$ cat src/rtl/phy_regbank.sv
module phy_regbank #(
  parameter int          ADDR_W     = 8,
  parameter int          DATA_W     = 32,
  parameter logic [15:0] VENDOR_ID  = 16'h5A17,
  parameter logic [7:0]  UNLOCK_KEY = 8'hA8
) (
  input  logic                clk,
  input  logic                rst_n,
  input  logic [ADDR_W-1:0]   bus_addr,
  input  logic                bus_we,
  input  logic [DATA_W/8-1:0] bus_be,
  input  logic [DATA_W-1:0]   bus_wdata,
  input  logic                bus_re,
  output logic [DATA_W-1:0]   bus_rdata,
  output logic                unlocked
);

  localparam int IDX_W    = ADDR_W - 2;
  localparam int NWORDS   = 2 ** IDX_W;
  localparam int LANES    = DATA_W / 8;
  localparam int ID_IDX   = 'h00 >> 2;
  localparam int CLS_IDX  = 'h04 >> 2;
  localparam int DLL_IDX  = 'h10 >> 2;
  localparam int PROT_IDX = 'h7C >> 2;
  localparam int LINK_IDX = 'hC0 >> 2;

  logic [DATA_W-1:0] regs [NWORDS];
  logic [IDX_W-1:0]  idx;
  logic              key_hit;
  logic              unused_addr_lsb;

  assign idx             = bus_addr[ADDR_W-1:2];
  assign key_hit         = (bus_wdata[7:0] == UNLOCK_KEY);
  assign unused_addr_lsb = ^bus_addr[1:0];

  function automatic logic [DATA_W-1:0] rst_word(input int i);
    case (i)
      ID_IDX:   rst_word = DATA_W'({16'h1150, VENDOR_ID});
      CLS_IDX:  rst_word = DATA_W'(32'h0604_0006);
      DLL_IDX:  rst_word = DATA_W'(32'hD704_0022);
      LINK_IDX: rst_word = DATA_W'(32'h0000_0020);
      default:  rst_word = '0;
    endcase
  endfunction

  always_ff @(posedge clk or negedge rst_n) begin
    if (!rst_n) begin
      for (int i = 0; i < NWORDS; i++) regs[i] <= rst_word(i);
    end else if (bus_we) begin
      if (idx == IDX_W'(PROT_IDX)) begin
        if (bus_be[0]) regs[PROT_IDX] <= {{(DATA_W-1){1'b0}}, key_hit};
      end else begin
        for (int j = 0; j < LANES; j++)
          if (bus_be[j]) regs[idx][j*8 +: 8] <= bus_wdata[j*8 +: 8];
      end
    end
  end

  always_ff @(posedge clk or negedge rst_n) begin
    if (!rst_n)      bus_rdata <= '0;
    else if (bus_re) bus_rdata <= regs[idx];
  end

  assign unlocked = regs[PROT_IDX][0];

endmodule

$ cat config.mk
export PLATFORM = sky130hd
export DESIGN_NAME = phy_regbank
export DESIGN_NICKNAME = d
export VERILOG_FILES = /design/src/rtl/phy_regbank.sv
export SDC_FILE = /design/constraint.sdc
export NUM_CORES = 2
export LEC_CHECK = 0
export BUFFER_PORTS_ARGS = -buffer_cell sky130_fd_sc_hd__buf_2
export CORE_ASPECT_RATIO = 2
export CORE_UTILIZATION = 50
export DETAILED_ROUTE_END_ITERATION = 10
export MAX_ROUTING_LAYER = met4
export PLACE_DENSITY = 0.68
export SLEW_MARGIN = 20
export SYNTH_ARGS = -nofsm -noshare
export SYNTH_HDL_FRONTEND = slang
export SYNTH_SLANG_ARGS = --single-unit
$ cat constraint.sdc
create_clock -name clk -period 1.7 [get_ports clk]
set_input_delay 0.17 -clock clk [delete_from_list [all_inputs] [get_ports clk]]
set_output_delay 0.17 -clock clk [all_outputs]
set_load 0.02 [all_outputs]
==> results_dict.tcl <==
set metrics [dict create \
    status "complete, but fails checks" \
    violations "negative setup slack" \
    fin_nets 7699 \
    fin_worst_skew_ps 37.2 \
    ys_seq_area_frac 0.549 \
    synth_area_um2 94800 \
    final_cells 10300 \
    ys_ff_latch 2080 \
    leakagePower_nw 55.3 \
    grt_max_degree 100 \
    synth_top_area_cell "dfrtp_1" \
    initial_core_util 0.504 \
    postSynthCellCount 6699 \
    path_class "reg2reg" \
    final_common_cell "mux2_2" \
    syn_nets 6747 \
    num_vias 67200 \
    die_h_um 618 \
    cp.arrival_ps 3250 \
    dp_hpwl_um 261000 \
    drive_gt1_frac 0.566 \
    drc 0 \
    core_area_um2 188000 \
    finalMaxSlewViolations 0 \
    clk_latency_ps 880 \
    place_congestion 1.03 \
    final_cell_mix "mux2_2 (2119), dfrtp_1 (2032), buf_4 (748), buf_12 (449), nor2_4 (232)" \
    ant_nets 0 \
    groute.usage.overall 0.396 \
    htree_levels 4 \
    rows 225 \
    post_drt_wl_per_cell_um 35.2 \
    port_buffers 78 \
    postSynthAreaPerCell_um2 14.2 \
    wl_um 363000 \
    cp.required_ps 2430 \
    synth_edf_count 0 \
    critPathCaptureType "flop" \
    synthDistinctLibCells 67 \
    synthTopCellsByArea "dfrtp_1 (54%), mux2_2 (25%), mux4_2 (4.3%), mux2i_1 (2.5%), a221oi_1 (1.8%)" \
    finalHoldViolations 0 \
    viasPerCell 6.52 \
    ir_drop_uv 810 \
    grt_pass1_vias 71200 \
    die_x_um 310 \
    finalWorstSetupSlack_ps -826 \
    cts.sinks 2080 \
    place_area_um2 112000 \
    yosys.area.top_type_share 0.542 \
    crit_path_start_kind "flop" \
    powerDensity_nw_per_um2 963 \
    slew-limit-headroom 0.213 \
    maxCapViolCount 0 \
    cts_made_buffers 189 \
    synthFlopType "dfrtp_1" \
    ioPinCount 81 \
    grt_pass1_wl_um 522000 \
    dp.cells 9916 \
    crit_fanout 2 \
    grt_antenna_before_repair 8 \
    yosys_warnings 0 \
    syn_to_final_growth_pct 26.3 \
    cts-root-buf "clkbuf_16" \
    rsz0062_at_grt "true" \
    dieArea_um2 191000 \
    setup_viol_count_final 84 \
    clkSlewWorstSetupHoldPaths_ps 70 \
    gr-total-overflow 0 \
    drt-initial-drc-count 6388 \
    first_pass_iters 9 \
    post-route-period-util 1.49 \
    fin_crit_ps 2530 \
    cts_max_path_buffers 4 \
    tightest_slew_ps 1170 \
    fmax_mhz 396 \
    hp-class "in2reg" \
    cts_tree "yes" \
    async_flop_share 1.00 \
    design_area_um2 120000 \
]
where the power goes:
| group | internal, mW | total, mW | switching [mW] |
|---|---|---|---|
| sequential | 53.5 | 55.9 | 2.41 |
| clock | 24.7 | 44.2 | 19.5 |
| combinational | 7.11 | 15.2 | 8.07 |
timing repair:
item | 4_1_cts | 5_1_grt
gates resized for setup | 207 | 64
hold buffers | 21 | 0
buffers inserted | 12 | 11
setup endpoints to repair | 78 | 211
pin swaps | 65 | 64
endpoints found under the hold margin | 2572 | 0
cloned | 0 | 1
flip-flops by register name (all words and copies together) (netlist names):
name       flops
regs        2047
unlocked       1
bus_rdata     32
layout make-up:
cell class / count / area (µm²)
clock inverters: 68 / 746
flip-flops and latches: 2080 / 52100
fillers: 14000 / 68300
repair buffers: 1304 / 15500
inverters: 5 / 28.8
multi-input cells: 4071 / 42700
clock buffers: 268 / 5470
well taps: 2497 / 3120
diodes: 10 / 25.0
critical path: stages, from the launching register on:
cell     delay [ps]
dfrtp_1         380
mux2_2          280
a221o_1         320
a22oi_2         690
o22ai_1         160
nor4_1          270
buf_4           160
a41oi_1         110
Yosys cell counts, types with 33 or more instances:
library cell     n
buf_4           42
mux4_2         182
a21oi_1        110
mux2i_1        239
o22ai_1         88
dfrtp_1       2053
a22oi_1        116
buf_2          140
a221oi_1       199
buf_1           45
nand2_1        148
clkbuf_1       314
nor2_2         224
mux2_2        2139
nor2b_1         37
nor2_1         133
a22o_1          33
o21ai_0        117
per-layer routing:
layer	wire, µm	vias to the layer above	global-route usage	part of all wire
li1	-	26800	-	-
met1	122000	35800	0.425	0.34
met2	178000	3198	0.625	0.49
met3	22600	1387	0.0640	0.062
met4	40200	0	0.362	0.11
met5	0	-	-	0
cell families after synthesis:
group | after synthesis | synth area share
buffers and inverters | 548 | 0.0254
AO/OA/AOI/OAI | 857 | 0.0660
AND/OR/NAND/NOR | 654 | 0.0368
multiplexers | 2560 | 0.323
flip-flops | 2080 | 0.549
per-stage QoR:
step	util	total power, mW	setup TNS [ps]	setup slack [ps]	hold slack [ps]
CTS	0.634	115	-6820	-943	5.14
global placement	0.596	70.5	-1569290	-1520	73.6
floorplan	-	63.9	-148450	-139	-126
global route	0.637	118	-7580	-891	45.2
finish	0.637	115	-6800	-826	52.0
detailed placement	0.596	71.2	-1589400	-1480	69.0
final timing paths:
path                        startpoint             to  slack, ps  cells past startpoint
setup / recovery            regs[1337]  bus_rdata[25]       -830                      7
setup reg to reg            regs[1337]  bus_rdata[25]       -830                      7
max in group asynchronous        rst_n     regs[1956]        670                      3
hold / removal             bus_addr[2]  bus_rdata[31]         50                      5
min in group asynchronous        rst_n     regs[2020]         70                      2
hold reg to reg               regs[69]       regs[69]        500                      1
Power figures use the tool's default switching activity.
